===== config.mk =====
export PLATFORM = sky130hd
export DESIGN_NAME = sup_timer_cmp
export DESIGN_NICKNAME = d
export VERILOG_FILES = /design/src/rtl/stc_pkg.sv /design/src/rtl/stc_access_ctrl.sv /design/src/rtl/stc_cmp_datapath.sv /design/src/rtl/sup_timer_cmp.sv
export SDC_FILE = /design/constraint.sdc
export NUM_CORES = 1
export LEC_CHECK = 0
export BUFFER_PORTS_ARGS = -buffer_cell sky130_fd_sc_hd__buf_2
export CAP_MARGIN = 20
export CORE_MARGIN = 2
export CORE_UTILIZATION = 49
export CTS_CLUSTER_SIZE = 24
export DETAILED_ROUTE_END_ITERATION = 10
export GPL_TIMING_DRIVEN = 0
export PLACE_DENSITY = 0.92
export REMOVE_ABC_BUFFERS = 1
export SETUP_SLACK_MARGIN = 0.1
export SYNTH_ARGS = -nofsm -noshare
export SYNTH_HDL_FRONTEND = slang
export SYNTH_SLANG_ARGS = --single-unit

===== constraint.sdc =====
create_clock -name clk -period 2.97 [get_ports clk]
set_clock_uncertainty 0.2 [all_clocks]
set_input_delay 0.594 -clock clk [delete_from_list [all_inputs] [get_ports clk]]
set_output_delay 0.594 -clock clk [all_outputs]
set_load 0.03 [all_outputs]

===== src/rtl/stc_pkg.sv =====
package stc_pkg;
  typedef enum logic [1:0] {
    PRIV_U = 2'd0,
    PRIV_S = 2'd1,
    PRIV_R = 2'd2,
    PRIV_M = 2'd3
  } priv_e;

  // strobes handed from the access control to the datapath
  typedef struct packed {
    logic wrLo;      // replace low half only
    logic wrHi;      // replace high half only
    logic wrFull;    // replace the whole register
    logic rdEn;      // legal read in progress
    logic rdHi;      // read returns the high half
    logic rdNarrow;  // read returns the low half, zero extended
  } strobe_t;
endpackage


===== src/rtl/stc_access_ctrl.sv =====
module stc_access_ctrl
  import stc_pkg::*;
#(
  parameter int ADDR_W = 12,
  parameter logic [ADDR_W-1:0] LO_ADDR = 12'h14D,
  parameter logic [ADDR_W-1:0] HI_ADDR = 12'h15D
) (
  input  logic              clk,
  input  logic              rstN,
  input  logic [ADDR_W-1:0] csrAddr,
  input  logic              csrRd,
  input  logic              csrWr,
  input  logic [1:0]        privLvl,
  input  logic              isRv32,
  input  logic              extEnable,
  input  logic              timeValid,
  input  logic              cntEnTm,
  input  logic              envStce,
  output logic              illegal,
  output strobe_t           strb,
  output logic [1:0]        pendWrMask
);
  logic anyAccess, hitLo, hitHi, featureOk, privOk, widthOk, legal;

  always_comb begin
    anyAccess = csrRd | csrWr;
    hitLo     = (csrAddr == LO_ADDR);
    hitHi     = (csrAddr == HI_ADDR);
    featureOk = extEnable & timeValid;
    // machine mode passes outright; lower modes need both enables and at least S
    privOk    = (privLvl == PRIV_M) |
                (cntEnTm & envStce & (privLvl == PRIV_S));
    widthOk   = hitLo | (hitHi & isRv32);
    legal     = featureOk & privOk & widthOk;
    illegal   = anyAccess & (hitLo | hitHi) & ~legal;

    strb.wrLo     = csrWr & legal & hitLo & isRv32;
    strb.wrFull   = csrWr & legal & hitLo & ~isRv32;
    strb.wrHi     = csrWr & legal & hitHi;
    strb.rdEn     = csrRd & legal;
    strb.rdHi     = hitHi;
    strb.rdNarrow = isRv32;

    pendWrMask = (extEnable & envStce & (privLvl == PRIV_M)) ? 2'b00 : 2'b11;
  end

  p_noext_illegal_r2: assert property (@(posedge clk) disable iff (!rstN)
    ((csrRd || csrWr) && (csrAddr == LO_ADDR || csrAddr == HI_ADDR) &&
     !(extEnable && timeValid)) |-> illegal);

  p_mach_legal_r3: assert property (@(posedge clk) disable iff (!rstN)
    ((csrRd || csrWr) && csrAddr == LO_ADDR && privLvl == PRIV_M &&
     extEnable && timeValid) |-> !illegal);

  p_illegal_no_strobe_r4: assert property (@(posedge clk) disable iff (!rstN)
    illegal |-> !(strb.wrLo || strb.wrHi || strb.wrFull || strb.rdEn));

  p_user_illegal_r5: assert property (@(posedge clk) disable iff (!rstN)
    ((csrRd || csrWr) && csrAddr == LO_ADDR && privLvl == PRIV_U) |-> illegal);

  p_hi_rv64_illegal_r6: assert property (@(posedge clk) disable iff (!rstN)
    ((csrRd || csrWr) && csrAddr == HI_ADDR && !isRv32) |-> illegal);
endmodule


===== src/rtl/stc_cmp_datapath.sv =====
module stc_cmp_datapath
  import stc_pkg::*;
#(
  parameter int TIME_W = 64
) (
  input  logic              clk,
  input  logic              rstN,
  input  strobe_t           strb,
  input  logic [TIME_W-1:0] wrData,
  input  logic [TIME_W-1:0] timeNow,
  output logic [TIME_W-1:0] cmpVal,
  output logic [TIME_W-1:0] rdData,
  output logic              pending
);
  localparam int HALF_W = TIME_W / 2;

  logic [TIME_W-1:0] cmpQ;

  always_ff @(posedge clk) begin
    if (!rstN) begin
      cmpQ <= '0;
    end else if (strb.wrFull) begin
      cmpQ <= wrData;
    end else begin
      if (strb.wrLo) cmpQ[HALF_W-1:0]      <= wrData[HALF_W-1:0];
      if (strb.wrHi) cmpQ[TIME_W-1:HALF_W] <= wrData[HALF_W-1:0];
    end
  end

  always_comb begin
    if (!strb.rdEn)         rdData = '0;
    else if (strb.rdHi)     rdData = {{HALF_W{1'b0}}, cmpQ[TIME_W-1:HALF_W]};
    else if (strb.rdNarrow) rdData = {{HALF_W{1'b0}}, cmpQ[HALF_W-1:0]};
    else                    rdData = cmpQ;
  end

  // deadline at or behind the current time raises the interrupt
  assign pending = (cmpQ <= timeNow);
  assign cmpVal  = cmpQ;

  p_hi_keeps_lo_r7: assert property (@(posedge clk) disable iff (!rstN)
    (strb.wrHi && !strb.wrFull) |=> cmpQ[HALF_W-1:0] == $past(cmpQ[HALF_W-1:0]));

  p_lo_keeps_hi_r7: assert property (@(posedge clk) disable iff (!rstN)
    (strb.wrLo && !strb.wrHi && !strb.wrFull) |=>
      cmpQ[TIME_W-1:HALF_W] == $past(cmpQ[TIME_W-1:HALF_W]));

  p_full_write_r8: assert property (@(posedge clk) disable iff (!rstN)
    strb.wrFull |=> cmpQ == $past(wrData));
endmodule


===== src/rtl/sup_timer_cmp.sv =====
module sup_timer_cmp
  import stc_pkg::*;
#(
  parameter int TIME_W = 64,
  parameter int ADDR_W = 12,
  parameter logic [ADDR_W-1:0] LO_ADDR = 12'h14D,
  parameter logic [ADDR_W-1:0] HI_ADDR = 12'h15D
) (
  input  logic              clk,
  input  logic              rstN,
  input  logic [TIME_W-1:0] timeNow,
  input  logic [ADDR_W-1:0] csrAddr,
  input  logic              csrRd,
  input  logic              csrWr,
  input  logic [TIME_W-1:0] csrWdata,
  input  logic [1:0]        privLvl,
  input  logic              isRv32,
  input  logic              extEnable,
  input  logic              timeValid,
  input  logic              cntEnTm,
  input  logic              envStce,
  output logic [TIME_W-1:0] csrRdata,
  output logic              illegalInst,
  output logic              stipPending,
  output logic [1:0]        pendWrMask
);
  strobe_t           strb;
  logic [TIME_W-1:0] cmpVal;

  stc_access_ctrl #(
    .ADDR_W (ADDR_W),
    .LO_ADDR(LO_ADDR),
    .HI_ADDR(HI_ADDR)
  ) u_ctrl (
    .clk       (clk),
    .rstN      (rstN),
    .csrAddr   (csrAddr),
    .csrRd     (csrRd),
    .csrWr     (csrWr),
    .privLvl   (privLvl),
    .isRv32    (isRv32),
    .extEnable (extEnable),
    .timeValid (timeValid),
    .cntEnTm   (cntEnTm),
    .envStce   (envStce),
    .illegal   (illegalInst),
    .strb      (strb),
    .pendWrMask(pendWrMask)
  );

  stc_cmp_datapath #(
    .TIME_W(TIME_W)
  ) u_dp (
    .clk    (clk),
    .rstN   (rstN),
    .strb   (strb),
    .wrData (csrWdata),
    .timeNow(timeNow),
    .cmpVal (cmpVal),
    .rdData (csrRdata),
    .pending(stipPending)
  );

  p_illegal_write_ignored_r4: assert property (@(posedge clk) disable iff (!rstN)
    (csrWr && illegalInst) |=> $stable(cmpVal));

  p_mask_locked_r11: assert property (@(posedge clk) disable iff (!rstN)
    (extEnable && envStce && privLvl == PRIV_M) |-> pendWrMask == 2'b00);

  p_illegal_zero_read_r9: assert property (@(posedge clk) disable iff (!rstN)
    illegalInst |-> csrRdata == '0);
endmodule


**After elaboration in Yosys (flattened, before gate mapping)**

Index checks and enable logic that the tools add are counted.

- Register bits: 64
- Input port bits: 151
- Output and inout bits: 68
- Word-level logic and storage cells: 38

- Order comparisons: 1
- Equality and inequality tests: 4
- Mux-type cells: 7
- Bitwise logic cells: 22
- Reduce and logical (&&, ||, !) cells: 2

Operators by type and width:

| kind | number |
|---|---|
| 64-bit 2-to-1 mux | 4 |
| 64-bit less-or-equal comparator | 1 |
| 32-bit 2-to-1 mux | 2 |
| 12-bit by 9-bit equality test with 1-bit output (second input constant) | 2 |
| 1-bit AND | 16 |
| 1-bit OR | 4 |
| 2-bit nonzero test | 2 |
| 2-bit by 1-bit equality test with 1-bit output (second input constant) | 1 |
| 2-bit equality test (second input constant) | 1 |
| 2-bit 2-to-1 mux | 1 |
| 1-bit NOT | 2 |

**Depth between registers and ports, before layout**

Gate-level depths: netlist of run 1.

- Depth in word-level cells: 10
- Depth in mapped cells: 8
- Depth with buffers taken out: 8

**Hierarchy**

From an unflattened synthesis of run 1, not the netlist that was laid out.

- Cell total of the unflattened synthesis: 678
- Area total of the unflattened synthesis: 5262.5 um^2

Modules (own cells, without submodules):

| module | times used | cells an instance | area each (um^2) | sequential area each (um^2) |
|---|---|---|---|---|
| stc_cmp_datapath | 1 | 653 | 5091.1 | 1281.2 |
| stc_access_ctrl | 1 | 25 | 171.4 | 0.0 |

**Least setup slack after synthesis of run 1**

No wires, ideal clock.

- Path type: input to output
- From: input port csrAddr[9]
- To: output port csrRdata[10]
- Arrival time: 2.315 ns
- Required time: 2.176 ns
- Slack: -0.139 ns
- Cell stages on the path: 7
- Path buffers: 2
- Cells stage by stage: nor4b_2 and4_1 and2_1 clkbuf_1 clkbuf_1 nand2_1 a21oi_1

- Word-level cells in the longest chain between the ends: 6
- Elaborated cells on any way between the ends: 8
- Those cells by class: eq/ne: 2; mux: 2; bitwise: 4

RTL lines:

| item | RTL line | RTL |
|---|---|---|
| from (decl) | sup_timer_cmp.sv:12 | `input logic [ADDR_W-1:0] csrAddr,` |
| 12-bit by 9-bit equality test with 1-bit output | stc_access_ctrl.sv:28 | `hitHi = (csrAddr == HI_ADDR);` |
| 1-bit AND | stc_access_ctrl.sv:33 | `widthOk = hitLo \| (hitHi & isRv32);` |
| 1-bit OR | stc_access_ctrl.sv:33 |  |
| 1-bit AND | stc_access_ctrl.sv:34 | `legal = featureOk & privOk & widthOk;` |
| 1-bit AND | stc_access_ctrl.sv:40 | `strb.rdEn = csrRd & legal;` |
| 64-bit 2-to-1 mux * | stc_cmp_datapath.sv:31 | `if (!strb.rdEn) rdData = '0;` |
| to (decl) | sup_timer_cmp.sv:22 | `output logic [TIME_W-1:0] csrRdata,` |

Mark *: on every way between the ends. The rest lies on a longest branch, timed or not.

**Worst setup path in the final report of run 1**

- From: input port timeNow[9]
- To: output port stipPending

- Word-level cells in the longest chain between the ends: 1

RTL lines:

| item | RTL line | RTL |
|---|---|---|
| from (decl) | sup_timer_cmp.sv:11 | `input logic [TIME_W-1:0] timeNow,` |
| 64-bit less-or-equal comparator | stc_cmp_datapath.sv:38 | `assign pending = (cmpQ <= timeNow);` |
| to (decl) | sup_timer_cmp.sv:24 | `output logic stipPending,` |

Every way passes these cells.

==> impl_metrics.yaml, run 1 <==
sta:
  fin_crit_sh_pct: 107.4
  worstMarginPinSlew_ps: 1048
  grt_setup_unrepaired: "true"
  period_minus_slack_ps: 3190
  max_freq_ghz: 0.3135
  setup_viol: 44
  slew_violations: 0
  fin_tns_setup_ps: -2542
  hold_violations: 0
  max_slew_margin_pct: 29.92
  fin_ws_ps: -220.2
detailed_routing:
  wl_per_cell_um: 20.02
  drt_drc_violations_left: 0
  ant_nets: 0
  totalWireLength_um: 21800
  via_count: 6458
  first_pass_iters: 5
  drtIter0Drc: 472
  vias_per_cell: 5.930
final_layout:
  regArea_mm2: 0.001294
  multi_input_area_mm2: 0.004066
  nNetsFinal: 1161
  final_layout_size_suffix_gt1_share_pct: 44.90
  largest_reg_flops: 64
  area.growth.synth_to_final_pct: 62.82
  num-fill-cells: 619
global_route:
  track_usage_pct: 33.77
  grt_max_degree: 65
  grt_pass1_vias: 6303
  grt-ovfl-total: 0
  antenna_found_initial: 2
  grt_pass1_wl_um: 29900
clock_network:
  clockBufferDepth: 2
  cts_tree: "built"
  clk_latency_ps: 340
  root_buffer: "clkbuf_8"
  htree_levels: 3
  cts.clk_slew.worst_paths_ps: 80
  clkSinkCount: 64
  cts_made_buffers: 9
logic_synthesis:
  synth_cells: 709
  yosys_warnings: 0
  syn-cell-area_mm2: 0.005051
  avgSynthCellArea_um2: 7.124
  ys_seq_area_share_pct: 25.37
  synthDistinctLibCells: 44
  ys_ff_latch: 64
die:
  die_area_mm2: 0.01114
  start_util_pct: 49.59
  dieWidth_um: 105.5
  die_y_um: 105.5
  coreArea_mm2: 0.01018
  pin_count: 219
  num_rows: 37
worst_setup_path:
  path_cells: "buf_2 > inv_1 > ha_4 > nand4_1 > or4_4 > a21oi_2 > nand4bb_1 > a32oi_1 > a21o_1 > buf_6"
  cp_max_fo: 2
  r2r_setup_slack_ps: 1850
  critPathLaunchType: "input port"
  cp-startpoint: "timeNow[9]"
  crit_buf_inv: 3
  r2r_cells: 3
  worstSetupPathType: "input port to primary output"
  cp_slowest_cell: "or4_4"
  cp.arrival_ps: 2400
  r2r-end: "u_dp.cmpVal[35]"
  crit_family: "simple AND/OR/NAND/NOR gates"
  slowest_delay_ps: 550
  required_ps: 2180
  endpoint_kind: "primary output"
  crit-reg2reg-launch: "u_dp.cmpVal[35]"
placement:
  portBuffers: 218
  gp_congestion: 0.8376
  post-place-ws_ps: -1170
  dp_hpwl_um: 12160
hold_path:
  hold_start: "u_dp.cmpVal[13]"
  holdPathEnd: "u_dp.cmpVal[13]"
  hold_class: "flip-flop to flip-flop"
  min_path_cells: 2
power:
  p_leak_nw: 4.212
  finalPower_mw: 1.926
  power_per_cell_area_mw_per_mm2: 234.2
  ir_worst_vdd_mv: 0.2436
job:
  drv_cap: 0
status:
  status: "complete, but fails checks"
  violations: "negative setup slack"
[per-stage QoR]
step / cells / area [um2] / hold WS [ps] / util (%)
floorplan: 668 / 4856 / 247.7 / -
global placement: 1022 / 6117 / 257.8 / 60.06
detailed placement: 1030 / 6294 / 266.1 / 61.79
CTS: 1075 / 7542 / 277.4 / 74.05
global route: 1089 / 8224 / 270.8 / 80.75
finish: 1089 / 8224 / 276.0 / 80.75
[repair_timing]
item | 4_1_cts | 5_1_grt
setup endpoints to repair | 65 | 65
cloned | 2 | 5
setup buffers | 27 | 7
gates resized for setup | 200 | 133
pin swaps | 36 | 45
hold buffers | 0 | 0
[Yosys cell counts (all sizes together)]
cell | number | area, um2
nand2 | 203 | 762.0
inv | 65 | 244.0
dfxtp | 64 | 1281
ha | 64 | 800.8
a21oi | 61 | 305.3
nand3 | 36 | 180.2
a21boi | 35 | 262.8
and2 | 33 | 206.5
clkbuf | 29 | 108.9
o211a | 28 | 280.3
nand4 | 16 | 106.4
buf | 12 | 86.33
nor3 | 10 | 60.06
nor2 | 9 | 36.29
o21ai | 8 | 40.04
o211ai | 4 | 30.03
a211oi | 3 | 22.52
a22oi | 3 | 22.52
nor2b | 3 | 18.77
a21o | 2 | 15.01
a221oi | 2 | 17.52
nand2b | 2 | 12.51
nor4 | 2 | 12.51
or3 | 2 | 12.51
or4 | 2 | 18.77
a2111oi | 1 | 8.760
a2bb2oi | 1 | 8.760
a32oi | 1 | 8.760
a41oi | 1 | 8.760
and4 | 1 | 8.760
and4bb | 1 | 12.51
nand4bb | 1 | 11.26
nor4b | 1 | 15.01
o21a | 1 | 7.510
o221ai | 1 | 8.760
or3b | 1 | 8.760
[cell usage in the layout (no fill, tap or decap), types with 28 or more instances in the layout]
cell / Yosys / layout
a21oi_1: 61 / 29
and2_4: 0 / 33
buf_2: 6 / 150
buf_6: 4 / 73
dfxtp_1: 64 / 54
ha_1: 64 / 52
inv_1: 65 / 58
nand2_1: 203 / 174
nand3_1: 36 / 34
o211a_1: 28 / 28
[final cells by class]
class                   instances  area share, %
diodes                          2        0.06085
clock buffers                  11          1.841
clock inverters                 5         0.6694
inverters                      65          2.967
multi-input cells             540          49.44
flip-flops and latches         64          15.73
well taps                     136          2.069
repair buffers                266          27.22
[routing by layer]
metal  share of wire [%]  GRT usage [%]
met1                  36          35.91
met3                 8.0          6.803
met4                 5.7          19.83
met5                   0              0
met2                  50          61.38
[worst min-delay path, cell delays in order (launching register included)]
cell and delay [ps]:
dfxtp_1 330, nand2_1 60, a21boi_1 50
[power by group]
part           leakage, nW  internal, mW  switching (mW)
registers            0.520         0.857       0.0000151
clock network        0.101         0.431           0.380
logic                 3.59         0.126           0.132
total                 4.21          1.41           0.512
[worst max path at each step]
stage | depth (start not counted) | slack, ps | to
global route | 8 | -320 | stipPending
detailed placement | 8 | -1170 | csrRdata[34]
floorplan | 5 | -840 | csrRdata[32]
CTS | 8 | -110 | stipPending
global placement | 7 | -2440 | csrRdata[34]
finish | 10 | -220 | stipPending
[kinds of logic after synthesis]
| kind of cell | Yosys count | share of synthesized area, % |
|---|---|---|
| compound gates | 152 | 20.73 |
| flops | 64 | 25.37 |
| fa+ha+maj | 64 | 15.85 |
| buf+inv | 106 | 8.694 |
| simple gates | 323 | 29.35 |
No activity file was read; power rests on OpenSTA's default activity.
==> run 2, diff against run 1 <==
--- a/config.mk
+++ b/config.mk
@@ -12,7 +12,7 @@
 export CTS_CLUSTER_SIZE = 24
 export DETAILED_ROUTE_END_ITERATION = 10
 export GPL_TIMING_DRIVEN = 0
-export PLACE_DENSITY = 0.92
+export PLACE_DENSITY = 0.83
 export REMOVE_ABC_BUFFERS = 1
 export SETUP_SLACK_MARGIN = 0.1
 export SYNTH_ARGS = -nofsm -noshare
==> run 2 against run 1 <==
  * The flow still finishes with violations (negative setup slack)
  * Count of clock-buffer cells in the layout up 1
  * Clock power up 9.6%
  * Final area up 1.4%
  * Sequential power about the same
  * Non-clock buffer count up 2
  * Utilization up 1.1 points
  * Fmax up 1.9%
  * Critical path type unchanged
  * Critical endpoint unchanged
  * Highest routed layer unchanged
==> impl_metrics.yaml, run 2 (same netlist as run 1, synthesis figures left out) <==
status:
  status: "complete, but fails checks"
  violations: "negative setup slack"
clock_network:
  cts_hold_buf: 0
  root_buffer: "clkbuf_8"
  cts_tree: "built"
  cts_made_buffers: 9
  clkSinkCount: 64
  cts.clk_slew.worst_paths_ps: 70
  htree_levels: 3
  clockBufferDepth: 2
  clk_latency_ps: 330
detailed_routing:
  first_pass_iters: 7
  vias_per_cell: 5.828
  drt_drc_violations_left: 0
  ant_nets: 0
  totalWireLength_um: 21740
  via_count: 6358
  wl_per_cell_um: 19.93
  drtIter0Drc: 363
power:
  pwr-share-seq_pct: 42.4
  p_sw_mw: 0.5122
  p_leak_nw: 4.124
  netSwitchingFraction_pct: 25.39
  power_per_cell_area_mw_per_mm2: 242.0
  p_clk_share_pct: 44.1
  internal_power_mw: 1.505
  ir_worst_vdd_mv: 0.2066
  combPwrFrac_pct: 13.5
final_layout:
  final_layout_size_suffix_gt1_share_pct: 47.27
  finalNonFillerCells: 1091
  largest_reg_flops: 64
  nNetsFinal: 1165
  layout_common_cells: "nand2_1 (171), buf_2 (148), buf_6 (85)"
  num-fill-cells: 604
  area.growth.synth_to_final_pct: 65.02
  mostFrequentLayoutCell: "nand2_1"
sta:
  max_slew_margin_pct: 37.30
  fin_crit_sh_pct: 105.4
  setup_viol: 3
  period_minus_slack_ps: 3130
  slew_violations: 0
  fin_ws_ps: -159.5
  fin_tns_setup_ps: -182.5
  worstMarginPinSlew_ps: 935.4
  hold_violations: 0
  fin_hold_ws_ps: 286.1
  max_freq_ghz: 0.3195
  grt_setup_unrepaired: "true"
placement:
  portBuffers: 218
  gp_congestion: 0.8212
  post-place-ws_ps: -1299
  dp_hpwl_um: 11780
  dp.cells: 1029
job:
  drv_cap: 0
die:
  num_rows: 37
  die_area_mm2: 0.01114
  coreArea_mm2: 0.01018
  dieWidth_um: 105.5
  start_util_pct: 49.59
  pin_count: 219
  die_y_um: 105.5
worst_setup_path:
  worstSetupPathType: "input port to primary output"
  critPathLaunchType: "input port"
  endpoint_kind: "primary output"
  r2r_cells: 4
  crit-reg2reg-launch: "u_dp.cmpVal[49]"
  path_cells: "buf_2 > inv_1 > ha_4 > a41oi_1 > o21ai_1 > a221oi_2 > a21oi_2 > a211oi_2 > a21o_1 > buf_6"
  required_ps: 2180
  cp_max_fo: 3
  cp-startpoint: "timeNow[18]"
  cp.arrival_ps: 2340
  slowest_delay_ps: 370
  cp_slowest_cell: "a221oi_2"
hold_path:
  min_path_cells: 2
  hold_start: "u_dp.cmpVal[3]"
  hold_class: "flip-flop to flip-flop"
global_route:
  grt_pass1_wl_um: 29440
  track_usage_pct: 33.25
  grt-ovfl-total: 0
  antenna_found_initial: 1
  grt_pass1_vias: 6098
  grt_max_degree: 65
==> run 2: cell count changes in the layout (fill, tap and decap cells not counted), moves of 3 or more <==
cell | previous run | this run
ha_4 | 12 | 21
inv_2 | 7 | 11
nand2_2 | 11 | 19
nand2_4 | 17 | 12
inv_1 | 58 | 54
dfxtp_1 | 54 | 51
buf_6 | 73 | 85
buf_12 | 13 | 4
a21oi_1 | 29 | 26
a21oi_2 | 23 | 28
buf_16 | 4 | 7
nand2_1 | 174 | 171
ha_1 | 52 | 43
==> run 2: through the flow <==
step                      utilization [%]  instance area, um2  power (mW)
final                               81.84                8335       2.017
after global routing                81.82                8333       2.081
after CTS                           74.91                7630       1.978
after detailed placement            61.74                6289       1.087
after global placement              60.06                6117       1.082
after floorplan                         -                4856      0.9495
==> run 2: path summary, 6_finish.rpt <==
check	end	slack [ps]
hold / removal	u_dp.cmpVal[3]	290
setup reg to reg	u_dp.cmpVal[49]	1850
hold reg to reg	u_dp.cmpVal[3]	290
setup / recovery	stipPending	-160
==> run 2: metal layers <==
| layer | part of all wire, % | track usage [%] |
|---|---|---|
| met3 | 9.2 | 6.741 |
| met4 | 5.0 | 14.76 |
| met1 | 36 | 37.96 |
| met5 | 0 | 0 |
| met2 | 50 | 59.59 |
==> run 2: layout make-up <==
cell class	instances	area [um2]	area share [%]
multi-input cells	542	4180	50.15
repair buffers	268	2218	26.61
flip-flops and latches	64	1300	15.60
inverters	65	244.0	2.927
well taps	136	170.2	2.041
clock buffers	12	155.1	1.861
clock inverters	3	65.06	0.7805
diodes	1	2.502	0.03002
==> run 2: worst max-delay path: cells and delay by family <==
family	cells	cell delay, ps
adder cells (fa/ha/maj)	1	220
buffers and inverters	3	350
AO/OA/AOI/OAI	6	1150
==> run 2: power by group through the flow <==
stage / sequential [mW] / clock (mW) / combinational (mW)
2_1_floorplan: 0.877 / 0 / 0.0721
3_3_place_gp: 0.877 / 0 / 0.205
3_5_place_dp: 0.877 / 0 / 0.209
4_1_cts: 0.857 / 0.883 / 0.237
5_1_grt: 0.856 / 0.933 / 0.292
6_report: 0.856 / 0.889 / 0.272
==> run 2: timing repair <==
action	in CTS	in global routing
setup endpoints to repair	65	65
pin swaps	43	60
gates resized for setup	225	129
setup buffers	23	15
cloned	6	3
==> run 3, diff against run 2 <==
--- a/config.mk
+++ b/config.mk
@@ -18,3 +18,4 @@
 export SYNTH_ARGS = -nofsm -noshare
 export SYNTH_HDL_FRONTEND = slang
 export SYNTH_SLANG_ARGS = --single-unit
+export TNS_END_PERCENT = 20
==> run 3 against run 2 <==
  * The run still ends with negative setup slack left
  * Die area unchanged
  * Sequential share of layout area up 0.073 points
  * Non-clock buffer count up 2
  * Setup slack worse by 31 ps
  * Via count down 0.60%
  * Global-route usage down 0.99 points
  * Cell count up 0.27%
==> impl_metrics.yaml, run 3 (same netlist as run 1, synthesis figures left out) <==
status:
  status: "complete, but fails checks"
  violations: "negative setup slack"
worst_setup_path:
  crit-reg2reg-launch: "u_dp.cmpVal[58]"
  cp_max_fo: 3
  required_ps: 2180
  worstSetupPathType: "input port to primary output"
  critPathLaunchType: "input port"
  cp_slowest_cell: "a221oi_2"
  cp.arrival_ps: 2370
  cp-startpoint: "timeNow[18]"
  path_cells: "buf_2 > inv_1 > ha_4 > a41oi_1 > o21ai_1 > a221oi_2 > a21oi_2 > a211oi_2 > a21o_1 > buf_6"
  crit_family: "compound AO/OA/AOI/OAI gates"
  endpoint_kind: "primary output"
  slowest_delay_ps: 380
  crit_buf_inv: 3
sta:
  max_freq_ghz: 0.3164
  fin_crit_sh_pct: 106.4
  fin_ws_ps: -191.0
  max_slew_margin_pct: 33.19
  setup_viol: 33
  slew_violations: 0
  grt_setup_unrepaired: "true"
  worstMarginPinSlew_ps: 996.7
  hold_violations: 0
  period_minus_slack_ps: 3161
clock_network:
  cts_made_buffers: 9
  cts_tree: "built"
  cts.clk_slew.worst_paths_ps: 80
  root_buffer: "clkbuf_8"
  htree_levels: 3
  clk_latency_ps: 330
  cts_hold_buf: 0
  clkSinkCount: 64
  clockBufferDepth: 2
global_route:
  antenna_found_initial: 1
  grt_pass1_wl_um: 28710
  grt_pass1_vias: 5964
  grt_max_degree: 65
  grt-ovfl-total: 0
  track_usage_pct: 32.26
detailed_routing:
  wl_per_cell_um: 19.62
  ant_nets: 0
  drt_drc_violations_left: 0
  vias_per_cell: 5.777
  via_count: 6320
  first_pass_iters: 5
  drtIter0Drc: 329
  totalWireLength_um: 21460
power:
  finalPower_mw: 2.025
  internal_power_mw: 1.506
  combPwrFrac_pct: 13.4
  pwr-share-seq_pct: 42.3
  netSwitchingFraction_pct: 25.62
  p_sw_mw: 0.5188
  power_per_cell_area_mw_per_mm2: 244.1
  ir_worst_vdd_mv: 0.2245
  p_clk_share_pct: 44.4
  p_leak_nw: 4.179
final_layout:
  layout_common_cells: "nand2_1 (181), buf_2 (147), buf_6 (75)"
  final_util_pct: 81.46
  nNetsFinal: 1168
  final_layout_size_suffix_gt1_share_pct: 46.29
  area.growth.synth_to_final_pct: 64.26
  finalNonFillerCells: 1094
  mostFrequentLayoutCell: "nand2_1"
  largest_reg_flops: 64
  design_area_mm2: 0.008297
  num-fill-cells: 616
placement:
  portBuffers: 218
  gp_congestion: 0.8212
  postPlaceCellArea_mm2: 0.006289
  dp.cells: 1029
  dp_hpwl_um: 11780
  post-place-ws_ps: -1299
die:
  start_util_pct: 49.59
  die_area_mm2: 0.01114
  num_rows: 37
  coreArea_mm2: 0.01018
  pin_count: 219
  dieWidth_um: 105.5
  die_y_um: 105.5
job:
  drv_cap: 0
hold_path:
  hold_start: "u_dp.cmpVal[4]"
  hold_class: "flip-flop to flip-flop"
==> run 3: cell types whose count changed in the layout (fill, tap and decap cells not counted), moves of 2 or more <==
cell / delta
nand2_1: +10
buf_6: -10
nand2_4: +4
buf_4: +12
buf_12: +2
nand2_2: -13
==> run 3: repair_timing <==
item / 4_1_cts / 5_1_grt
pin swaps: 62 / 52
gates resized for setup: 202 / 129
gates cloned: 4 / 6
endpoints found under the setup margin: 65 / 65
setup buffers: 21 / 17
==> run 3: metal layers <==
metal | track usage [%] | share of wire, % | routed length [um]
met1 | 37.12 | 38 | 8084
met2 | 58.62 | 50 | 10730
met3 | 6.617 | 7.8 | 1677
met4 | 11.84 | 4.5 | 970
met5 | 0 | 0 | 0
==> run 3: per-stage QoR <==
step | hold slack (ps) | setup TNS (ps)
floorplan | 247.7 | -47460
global placement | 258.5 | -209430
detailed placement | 264.3 | -54070
CTS | 274.4 | -72.06
global route | 282.6 | -1337
finish | 286.2 | -638.9
==> run 3: final cells by class <==
cell class / instances / area (um2) / area share (%)
timing repair buffer: 270 / 2196 / 26.47
inverter: 65 / 244.0 / 2.941
clock buffer: 12 / 155.1 / 1.870
multi-input combinational: 543 / 4164 / 50.19
sequential: 64 / 1300 / 15.67
tap: 136 / 170.2 / 2.051
antenna: 1 / 2.502 / 0.03016
clock inverter: 3 / 65.06 / 0.7842
==> run 3: tightest hold or removal path, delay by kind of cell, from the launching register on <==
kind | cells | cell delay, ps
compound gates | 1 | 60
flops | 1 | 330
simple gates | 1 | 50
==> run 3: final timing paths <==
path	depth (start not counted)	endpoint	slack [ps]
max	10	stipPending	-190
min	2	u_dp.cmpVal[4]	290
max reg2reg	4	u_dp.cmpVal[58]	1880
min reg2reg	2	u_dp.cmpVal[4]	290
==> run 3: power by group through the flow <==
stage,sequential [mW],combinational [mW],clock [mW]
final,0.856,0.271,0.898
after CTS,0.857,0.237,0.883
after global placement,0.877,0.205,0
after global routing,0.856,0.292,0.934
after floorplan,0.877,0.0721,0
after detailed placement,0.877,0.209,0
